**config.mk**
```make
export PLATFORM = sky130hd
export DESIGN_NAME = llsc_resv_unit
export DESIGN_NICKNAME = d
export VERILOG_FILES = /design/src/rtl/llsc_resv_unit.sv
export SDC_FILE = /design/constraint.sdc
export NUM_CORES = 1
export LEC_CHECK = 0
export BUFFER_PORTS_ARGS = -buffer_cell sky130_fd_sc_hd__clkbuf_2
export CELL_PAD_IN_SITES_DETAIL_PLACEMENT = 0
export CELL_PAD_IN_SITES_GLOBAL_PLACEMENT = 1
export CORE_ASPECT_RATIO = 0.7
export CORE_MARGIN = 2
export CORE_UTILIZATION = 41
export DETAILED_ROUTE_END_ITERATION = 10
export PLACE_DENSITY = 0.85
export SYNTH_ARGS = -nofsm -noshare
export SYNTH_HDL_FRONTEND = slang
export SYNTH_SLANG_ARGS = --single-unit
```
**constraint.sdc**
```tcl
create_clock -name clk -period 5.31 [get_ports clk]
set_input_delay 1.062 -clock clk [delete_from_list [all_inputs] [get_ports clk]]
set_output_delay 1.062 -clock clk [all_outputs]
set_load 0.005 [all_outputs]
```
**src/rtl/llsc_resv_unit.sv**
```systemverilog
module llsc_resv_unit #(
  parameter int ADDR_W          = 40,
  parameter int KEY_W           = 32,
  parameter int DATA_W          = 32,
  parameter int AGE_W           = 31,
  parameter int SUCCESS_NONZERO = 1
) (
  input  logic              clk,
  input  logic              rst_n,
  input  logic              core_req,
  input  logic [1:0]        core_op,
  input  logic [ADDR_W-1:0] core_addr,
  input  logic [DATA_W-1:0] core_wdata,
  output logic              core_ready,
  output logic              core_rsp_valid,
  output logic [DATA_W-1:0] core_rsp_data,
  output logic              net_req_valid,
  output logic [1:0]        net_req_kind,
  output logic [1:0]        net_req_flits,
  output logic [ADDR_W-1:0] net_req_addr,
  output logic [KEY_W-1:0]  net_req_key,
  output logic [DATA_W-1:0] net_req_wdata,
  input  logic              mem_rsp_valid,
  input  logic [DATA_W-1:0] mem_rsp_data,
  input  logic [KEY_W-1:0]  mem_rsp_key,
  input  logic              mem_rsp_status
);

  localparam logic [1:0] OP_LL = 2'd0;
  localparam logic [1:0] OP_SC = 2'd1;
  localparam logic [1:0] OP_SW = 2'd2;
  localparam logic [AGE_W-1:0] AGE_MAX = {AGE_W{1'b1}};
  localparam logic INVERT = (SUCCESS_NONZERO != 0);

  logic              busy;
  logic [1:0]        pend_op;
  logic              resv_valid;
  logic [ADDR_W-1:0] resv_addr;
  logic [KEY_W-1:0]  resv_key;
  logic [AGE_W-1:0]  age_cnt;

  wire accept    = core_req && !busy && (core_op != 2'd3);
  wire is_ll     = (core_op == OP_LL);
  wire is_sc     = (core_op == OP_SC);
  wire is_sw     = (core_op == OP_SW);
  wire addr_hit  = resv_valid && (core_addr == resv_addr);
  wire sc_local  = accept && is_sc && !addr_hit;
  wire forward   = accept && !sc_local;
  wire cancel    = accept && (is_sc || is_sw) && addr_hit;
  wire expire    = resv_valid && (age_cnt == AGE_MAX);
  wire mem_done  = busy && mem_rsp_valid;
  wire sc_status = mem_rsp_status ^ INVERT;

  assign core_ready = !busy;

  always_ff @(posedge clk) begin
    if (!rst_n) begin
      resv_valid <= 1'b0;
      resv_addr  <= '0;
      age_cnt    <= '0;
    end else if (accept && is_ll) begin
      resv_valid <= 1'b1;
      resv_addr  <= core_addr;
      age_cnt    <= '0;
    end else if (cancel || expire) begin
      resv_valid <= 1'b0;
    end else if (resv_valid) begin
      age_cnt <= age_cnt + 1'b1;
    end
  end

  always_ff @(posedge clk) begin
    if (!rst_n)
      resv_key <= '0;
    else if (mem_done && pend_op == OP_LL)
      resv_key <= mem_rsp_key;
  end

  always_ff @(posedge clk) begin
    if (!rst_n) begin
      busy    <= 1'b0;
      pend_op <= OP_LL;
    end else if (forward) begin
      busy    <= 1'b1;
      pend_op <= core_op;
    end else if (mem_done) begin
      busy    <= 1'b0;
    end
  end

  always_ff @(posedge clk) begin
    if (!rst_n) begin
      net_req_valid <= 1'b0;
      net_req_kind  <= OP_LL;
      net_req_flits <= 2'd0;
      net_req_addr  <= '0;
      net_req_key   <= '0;
      net_req_wdata <= '0;
    end else begin
      net_req_valid <= forward;
      if (forward) begin
        net_req_kind  <= core_op;
        net_req_flits <= is_sc ? 2'd2 : 2'd1;
        net_req_addr  <= core_addr;
        net_req_key   <= is_sc ? resv_key : '0;
        net_req_wdata <= is_ll ? '0 : core_wdata;
      end
    end
  end

  always_ff @(posedge clk) begin
    if (!rst_n) begin
      core_rsp_valid <= 1'b0;
      core_rsp_data  <= '0;
    end else begin
      core_rsp_valid <= sc_local || mem_done;
      if (sc_local)
        core_rsp_data <= {{(DATA_W-1){1'b0}}, ~INVERT};
      else if (mem_done) begin
        case (pend_op)
          OP_LL:   core_rsp_data <= mem_rsp_data;
          OP_SC:   core_rsp_data <= {{(DATA_W-1){1'b0}}, sc_status};
          default: core_rsp_data <= '0;
        endcase
      end
    end
  end

endmodule


```
==> metrics, run 1 <==
TritonCTS buffer count 26; cells along the critical path clkbuf_2 > xnor2_1 > nand4_1 > nor4_4 > a41oi_4 > nor2_4 > buf_4 > mux2i_1; status finished, final reports clean; vias per cell between 5 and 6; Post-CTS Setup Inserts 0; Synth Area in Simple Gates roughly 22%; antenna cells 0; drc violations 0; max-slew violations 0; Pleak 0.00497 uW; Least-Margin Pin Slew approximately 1.0 ns; Worst-Skew Late Latency around 0.53 ns; Crit path required time 5.76 ns; core footprint between 20000 and 25000 um^2; Cell Count, Final, Fillers Out 1742; maxcap violations 0; Setup crit end net_req_wdata[16]; Final GP Congestion 0.849; htree depth 1; port bufs 285; routed vias 9208; share of layout cells above drive strength 1 26.0%; Post-DP Area 11700 um^2; initial antenna violation count 0; clk slew on worst S/H paths about 0.060 ns; Synth top area share 48.9%; post-DP HPWL 20.1 mm; Cell Pwr Density 323 nW/um^2; Critical Path Source Type input port; fin crit period 3.15 ns; Syn. warnings 0; Placed Instances 1697; Starting Density a little over 40%; Critical R2R Capture net_req_wdata[16]; synth-to-layout area growth 23.6%; prevailing post-synth register cell dfxtp_1; complex-gate fraction of the synthesized area 16.9%; Max-slew headroom 33.0%; slowest cell on the critical path nor2_4; Die H 135 um; synthesized area per cell 8.78 um^2; TritonCTS clock tree built; Fin. Hold Viols 0; Post-Syn Nets 1299; vias in the first global route 8591; critical path arrival 3.61 ns; critical path class input port to register; worst reg-to-reg path cell count 7; hold crit path type register to register; synthesized area 10100 um^2; Final Instance Area approximately 13000 um^2; Yosys top cell by area dfxtp_1; drt pass-1 iters 5; sinks on the clock net about 250; drt total wl around 30 mm; final setup violation count 0; fraction of synthesized area in multiplexers 3.66%; # resized after CTS 0; grt total ovfl 0; IO Count ~290; CP bufs+invs 2; top post-synthesis cells by count 247 x dfxtp_1, 204 x nand2_1, 140 x a21oi_1, 61 x clkbuf_1, 57 x nand3_1; crit path from core_addr[5]; period utilization 59.4%; die area roughly 26000 um^2; nets 1547; R2R Path Start resv_addr[5]; gr usage total between 20% and 30%; Crit Path Max Fanout 24; violation count after the first detailed-routing iteration 607; Adder-Cell Fraction of Synth Area less than 1%; Max stage delay on crit path approximately 0.73 ns; combinational family with the most area after synthesis simple AND/OR/NAND/NOR gates; Yosys reg bits about 250; Synth Area in XOR/XNOR around 3.0%; distinct cell type count after synthesis 54; fill count around 2300; Post-synth EDFFs 0; post-route ant nets 0; largest net degree at the start of global routing 89; first-pass GRT wire length 45.6 mm; critical path endpoint category register; synthesized instance count 1152; WL/cell roughly 17 um; Crit path depth 8; Chip Width 192 um; CP delay by family, top simple AND/OR/NAND/NOR gates; num rows 48; Area contributors post-synth dfxtp_1 49%, nand2_1 7.6%, a21oi_1 6.9%, mux2i_1 3.7%, xnor2_1 3.0%; register-to-register setup slack ~2.5 ns; CTS max path bufs 3; TNS Setup 0 ns; Seq/Total Area, Yosys 48.9%; worst clock skew 0.0153 ns; CTS root buffer clkbuf_16; cell with the most instances after synthesis dfxtp_1; RSZ-0062 raised after global routing no; Hold Buf Count CTS 0; Async SR Flop Fraction 0%; Max Freq 317 MHz; Peak VDD IR 212 uV
metal layers:
| metal | share of wire, % | wire length, um | vias up | global-route usage [%] |
|---|---|---|---|---|
| met1 | 46 | 13500 | 4341 | 30.6 |
| met2 | 44 | 12700 | 272 | 33.0 |
| met4 | 2.0 | 577 | 0 | 5.38 |
| met3 | 8.5 | 2500 | 38 | 6.11 |
| li1 | - | - | 4557 | - |
| met5 | 0 | 0 | - | 0 |
cell usage in the layout, fill, tap and decap left out, drive strengths merged, types with 20 or more instances in the layout:
cell type and count:
dfxtp 247, mux2i 37, o21ai 60, nand3 57, nand4 33, nand2 204
a22o 32, clkbuf 322, buf 20, nand3b 32, xnor2 35, a22oi 31
nor2 47, a21oi 142
kinds of logic (layout without fill, tap and decap cells):
group | count (synthesis) | in the layout
and+or+nand+nor | 449 | 449
AOI/OAI and AO/OA | 284 | 284
DFF | 247 | 247
buffers and inverters | 96 | 361
muxes | 37 | 37
xor gates and xnor gates | 35 | 35
adders and majority gates | 4 | 4
through the flow:
| step | util, % | setup slack [ns] | power (uW) | hold slack, ns |
|---|---|---|---|---|
| finish | 51.1 | 2.16 | 4040 | 0.451 |
| global route | 51.1 | 1.97 | 4190 | 0.468 |
| CTS | 51.1 | 2.20 | 4080 | 0.453 |
| detailed placement | 47.9 | 1.64 | 2350 | 0.439 |
| global placement | 47.9 | 1.67 | 2340 | 0.434 |
| floorplan | - | 2.64 | 2180 | 0.436 |
registers in the layout, indices dropped and copies added (netlist names):
| register | flops |
|---|---|
| net_req_key | 32 |
| resv_key | 32 |
| resv_addr | 40 |
| busy | 1 |
| net_req_addr | 40 |
| net_req_valid | 1 |
| core_rsp_valid | 1 |
| core_rsp_data | 32 |
| net_req_kind | 2 |
| resv_valid | 1 |
| net_req_wdata | 32 |
| age_cnt | 31 |
| net_req_flits | 2 |
worst min path at each step:
| stage | depth (start not counted) | from | slack [ns] | end |
|---|---|---|---|---|
| after detailed placement | 1 | net_req_flits[1] | 0.44 | net_req_flits[1] |
| after CTS | 1 | net_req_flits[1] | 0.45 | net_req_flits[1] |
| after global placement | 1 | net_req_flits[1] | 0.43 | net_req_flits[1] |
| after floorplan | 2 | resv_key[0] | 0.44 | resv_key[0] |
| final | 1 | net_req_flits[1] | 0.45 | net_req_flits[1] |
| after global routing | 2 | resv_key[14] | 0.47 | resv_key[14] |
worst reg2reg max path: stages, from the launching register on:
cell and delay, ns:
dfxtp_1 0.32, xnor2_1 0.37, nand4_1 0.22, nor4_4 0.40, a41oi_4 0.19, nor2_4 0.73, buf_4 0.33, mux2i_1 0.20
layout make-up:
class | count | area [um^2] | area share (%)
clock inverter | 8 | 42.5 | 0.340
clock buffer | 37 | 763 | 6.10
inverter | 11 | 43.8 | 0.350
timing repair buffer | 305 | 1580 | 12.6
tap | 325 | 407 | 3.25
multi-input combinational | 809 | 4720 | 37.8
sequential | 247 | 4940 | 39.6
where the power goes:
group | internal, uW | leakage [uW] | switching, uW
clock network | 993 | 0.000402 | 741
registers | 1910 | 0.00200 | 30.0
logic | 145 | 0.00256 | 224
total | 3050 | 0.00497 | 995
Power figures use the tool's default switching activity.
==> run 2, diff against run 1 <==
ABC_AREA = 1   (was unset)
CORE_UTILIZATION = 34   (was 41)
PLACE_DENSITY = 0.77   (was 0.85)
clock period = 2.9 ns   (was 5.31 ns; I/O delays follow)
==> run 2 against run 1 <==
  * Via count grew 11%
  * Sequential cell count unchanged
  * Largest cell class is now multi-input gates
  * Non-clock buffer count is 6 higher
  * First-iteration DRC count up 13%
  * Clock power grew 100%
  * Register-to-register slack got worse by 2.0 ns
  * Synthesized area grew 7.5%
  * Global-route usage shrank 2.9 points
  * Largest power group unchanged
==> metrics, run 2 <==
status finished, final reports clean; Post-synth EDFFs 0; Post-CTS Setup Inserts 0; vias in the first global route between 9000 and 10000; final setup violation count 0; R2R Path Start age_cnt[0]; routed vias approximately 10000; synthesized instance count 1470; Max-slew headroom 41.1%; Post-Syn Nets about 1600; vias per cell 4.73; drc violations 0; port bufs about 290; Worst-Skew Late Latency between 0.5 and 0.6 ns; critical path endpoint category register; max-slew violations 0; sinks on the clock net 247; distinct cell type count after synthesis 32; cells along the critical path ha_1 > nand2_1 > nand3b_4 > inv_2 > nand4_1 > nor2_1 > a21oi_2 > buf_4 > nand3_1 > a21oi_1; core footprint 31400 um^2; synthesized area about 11000 um^2; largest net degree at the start of global routing 56; clk slew on worst S/H paths roughly 0.070 ns; critical path arrival around 2.9 ns; htree depth 1; Critical Path Source Type register; Chip Width 218 um; drt pass-1 iters 5; Pleak around 0.0057 uW; IO Count 286; antenna cells 0; slowest cell on the critical path a21oi_2; Starting Density between 30% and 40%; die area around 33000 um^2; CTS root buffer clkbuf_16; grt total ovfl 0; Least-Margin Pin Slew 0.884 ns; Yosys top cell by area dfxtp_1; Largest regs net_req_addr (40), resv_addr (40); TritonCTS clock tree built; worst clock skew 0.0185 ns; Seq/Total Area, Yosys 45.5%; Hold Buf Count CTS 0; RSZ-0062 raised after global routing no; Peak VDD IR 355 uV; leading cell type in the layout, fill and taps excluded nand2_1; Syn. warnings 0; TritonCTS buffer count 26; post-DP HPWL 22.9 mm; Placed Instances 2113; prevailing post-synth register cell dfxtp_1; Final GP Congestion 0.912; period utilization a little over four fifths; Crit path required time 3.37 ns; Die H roughly 150 um; crit path from age_cnt[0]; share of layout cells above drive strength 1 26.4%; cell with the most instances after synthesis nand2_1; top post-synthesis cells by count 380 x nand2_1, 247 x dfxtp_1, 142 x nor2_1, 137 x a21oi_1, 104 x nand3_1; Cell Pwr Density roughly 590 nW/um^2; violation count after the first detailed-routing iteration 684; # resized after CTS 0; Cell Count, Final, Fillers Out ~2200; post-route ant nets 0; first-pass GRT wire length between 50 and 60 mm; nets about 1900; maxcap violations 0; drt total wl 32.5 mm; gr usage total 18.9%; Yosys reg bits ~250; Synth top area share 45.5%; TNS Setup 0 ns; num rows 54; Max stage delay on crit path 0.70 ns; critical path class register to register; synthesized area per cell about 7.4 um^2; Fin. Hold Viols 0; commonest non-fill, non-tap cells in the layout 380 x nand2_1, 284 x clkbuf_2, 247 x dfxtp_1; hold_sp mem_rsp_valid; synth-to-layout area growth 23.9%; Area contributors post-synth dfxtp_1 45%, nand2_1 13%, a21oi_1 6.3%, nor2_1 4.9%, nand3_1 4.8%; CTS max path bufs 3; initial antenna violation count 0; Max Freq 413 MHz; WL/cell 15.1 um; fin crit period 2.42 ns; hold crit path type input port to register; Crit Path Max Fanout 18; Async SR Flop Fraction 0%
-- run 2: changes by cell type in the layout (fill, tap and decap cells not counted), moves of 32 or more --
cell      before  now
a22o_1        32    0
mux2i_1       37    0
nor2_1        44  141
nand3_1       56  104
nand3b_1      32    0
a21oi_2        1   38
nand2_1      204  380
nand3_2        1   40
inv_1         10   91
-- run 2: critical path, delay by kind of cell, from the launching register on --
family | cells | cell delay (ns)
AND/OR/NAND/NOR | 5 | 0.49
flip-flops | 1 | 0.34
AO/OA/AOI/OAI | 2 | 0.87
adder cells (fa/ha/maj) | 1 | 0.25
buffers and inverters | 2 | 0.39
-- run 2: layout make-up --
class                      count  area (um^2)
inverter                     115          433
clock buffer                  37          762
timing repair buffer         311         1640
fill                        3283        17900
multi-input combinational   1020         5040
sequential                   247         4940
clock inverter                10          141
tap                          420          526
-- run 2: metal layers --
metal  track usage, %  share of wire (%)  vias to the layer above
met5                0                  0                        -
met4             3.63                1.7                        0
met3             4.73                7.5                       33
met2             28.6                 42                      295
met1             27.2                 49                     4647
li1                 -                  -                     5236
-- run 2: kinds of logic after synthesis --
logic type	share of synthesized area, %
AOI/OAI and AO/OA	14.4
and+or+nand+nor	28.3
DFF	45.5
xor gates and xnor gates	2.98
buffers and inverters	8.40
adders and majority gates	0.460
-- run 2: power breakdown --
part | internal [uW] | leakage, uW | switching [uW]
registers | 3530 | 0.00201 | 77.9
logic | 298 | 0.00325 | 498
clock network | 2100 | 0.000441 | 1430
total | 5920 | 0.00570 | 2000
-- run 2: per-stage QoR --
stage / worst slack (ns) / instance area, um^2 / power [uW] / utilization [%] / hold slack (ns)
floorplan: 0.909 / 10900 / 4150 / - / 0.439
global placement: 0.347 / 12600 / 4470 / 40.1 / 0.449
detailed placement: 0.276 / 12600 / 4480 / 40.1 / 0.454
CTS: 0.451 / 13500 / 8030 / 43.0 / 0.217
global route: 0.210 / 13500 / 8260 / 43.0 / 0.224
finish: 0.479 / 13500 / 7920 / 43.0 / 0.237
-- run 2: worst paths after layout --
path / to / slack (ns) / cells after the start
worst max-delay path: age_cnt[25] / 0.48 / 10
worst min-delay path: busy / 0.24 / 2
worst max register to register: age_cnt[25] / 0.48 / 10
worst min register to register: net_req_key[21] / 0.46 / 2
==> run 3, diff against run 2 <==
ABC_AREA = 0   (was 1)
CORE_UTILIZATION = 38   (was 34)
PLACE_DENSITY = 0.8   (was 0.77)
clock period = 2.3 ns   (was 2.9 ns; I/O delays follow)
==> run 3 against run 2 <==
  * Die area down 16%
  * Combinational power up 22%
  * Sequential cell count unchanged
  * Wire length down 7.3%
  * Largest power group is now clock
  * Critical path type unchanged
==> metrics, run 3 (synthesis results as in run 1) <==
Internal around 7700 uW; Max-slew headroom 37.4%; Die H 141 um; largest net degree at the start of global routing 66; CP most frequent cell buf_4; gr usage total 20.9%; critical path arrival around 2.7 ns; Pleak 0.00542 uW; post-DP HPWL 21.0 mm; Crit path required time 2.75 ns; sinks on the clock net 247; TNS Setup 0 ns; crit path from resv_addr[5]; Max Freq 453 MHz; core footprint 25900 um^2; Worst-Skew Late Latency 0.53 ns; Final GP Congestion 0.789; IO Count 286; hold crit path type input port to register; critical path endpoint category register; max-slew violations 0; clk slew on worst S/H paths 0.06 ns; initial antenna violation count 0; final setup violation count 0; port bufs between 200 and 300; R2R Path Start resv_addr[5]; period utilization a little over nine tenths; Placed Instances 1787; routed vias 9466; worst clock skew 0.0149 ns; violation count after the first detailed-routing iteration between 500 and 600; slowest cell on the critical path nor4_4; clock share of power 45.9%; Chip Width 199 um; register-to-register setup slack 0.09 ns; Starting Density 39.0%; drt total wl approximately 30 mm; critical path class register to register; Peak VDD IR roughly 550 uV; status finished, final reports clean; TritonCTS clock tree built; Critical Path Source Type register; WL/cell ~16 um; Setup crit end net_req_wdata[23]; antenna cells 0; sequential share of power 44.5%; cells along the critical path xnor2_2 > buf_4 > nand4_1 > nor4_4 > buf_4 > a41oi_4 > nor2_4 > buf_12 > clkbuf_16 > mux2i_1; CTS max path bufs 3; share of layout cells above drive strength 1 between 20 and 30%; Cell Pwr Density 752 nW/um^2; nets between 1500 and 2000; fill count 2472; TritonCTS buffer count 26; Fin. Hold Viols 0; Hold Buf Count CTS 0; RSZ-0062 raised after global routing yes; grt total ovfl 0; vias per cell 5.14; post-route ant nets 0; Least-Margin Pin Slew 0.937 ns; worst reg-to-reg path cell count 10; switch share 23.5%; NetSw 2360 uW; Max stage delay on crit path 0.37 ns; first-pass GRT wire length 47.4 mm; num rows 49; maxcap violations 0; Crit Path Max Fanout 8; Largest regs net_req_addr (40), resv_addr (40); fin crit period 2.21 ns; Critical R2R Capture net_req_wdata[23]; drt pass-1 iters 5; die area 28000 um^2; hold_ws 0.150 ns; leading cell type in the layout, fill and taps excluded clkbuf_2; CTS root buffer clkbuf_16; Comb pwr share under 10%; Cell Count, Final, Fillers Out 1842; commonest non-fill, non-tap cells in the layout 285 x clkbuf_2, 246 x dfxtp_1, 204 x nand2_1; htree depth 1; drc violations 0; synth-to-layout area growth 32.3%; vias in the first global route 8962
-- run 3: cell types whose count changed in the layout (fill, tap and decap cells not counted), sizes merged, moves of 37 or more --
| cell | change |
|---|---|
| nor2 | -97 |
| inv | -98 |
| buf | +55 |
| mux2i | +37 |
| o21ai | -46 |
| nand2 | -180 |
| nand3 | -87 |
-- run 3: critical path, delay by kind of cell (launching register included) --
kind	cells	cell delay, ns
simple gates	3	0.69
buf+inv	4	0.65
flops	1	0.33
mux	1	0.18
compound gates	1	0.14
xor+xnor	1	0.13
-- run 3: per-stage QoR --
stage | util, % | setup WS (ns) | power [uW] | area (um^2)
3_3_place_gp | 47.3 | -0.198 | 5480 | 12300
4_1_cts | 51.0 | 0.0894 | 10100 | 13200
5_1_grt | 51.6 | -0.0246 | 10400 | 13400
6_report | 51.6 | 0.0931 | 10100 | 13400
2_1_floorplan | - | 0.230 | 5030 | 10100
3_5_place_dp | 47.3 | -0.268 | 5500 | 12300
-- run 3: routing by layer --
layer / track usage, % / vias to the layer above / wire length, um
met1: 30.0 / 4434 / 14500
met5: 0 / - / 0
li1: - / 4707 / -
met2: 31.7 / 284 / 13200
met3: 4.67 / 41 / 1830
met4: 4.99 / 0 / 599
-- run 3: power by group through the flow --
stage / registers [uW] / clock network [uW] / logic [uW]
2_1_floorplan: 4560 / 0 / 464
3_3_place_gp: 4560 / 0 / 918
3_5_place_dp: 4570 / 0 / 928
4_1_cts: 4470 / 4710 / 931
5_1_grt: 4490 / 4860 / 1060
6_report: 4480 / 4620 / 968
-- run 3: worst min-delay path by stage --
stage | startpoint | endpoint | cells past startpoint
after CTS | mem_rsp_key[1] | resv_key[1] | 3
after global routing | mem_rsp_key[9] | resv_key[9] | 3
after detailed placement | resv_key[10] | resv_key[10] | 2
after floorplan | resv_key[0] | resv_key[0] | 2
after global placement | resv_key[2] | resv_key[2] | 2
final | mem_rsp_key[18] | resv_key[18] | 3
-- run 3: area by class of cell --
class | count | area, um^2 | share of cell area (%)
timing repair buffer | 370 | 2230 | 16.7
clock buffer | 34 | 752 | 5.62
clock inverter | 14 | 200 | 1.50
inverter | 11 | 43.8 | 0.327
multi-input combinational | 809 | 4760 | 35.6
sequential | 247 | 4950 | 37.0
tap | 357 | 447 | 3.34
-- run 3: timing repair --
action	CTS	global route
cloned	0	4
pin swaps	1	15
setup buffers	2	1
setup endpoints to repair	33	97
gates resized for setup	0	11
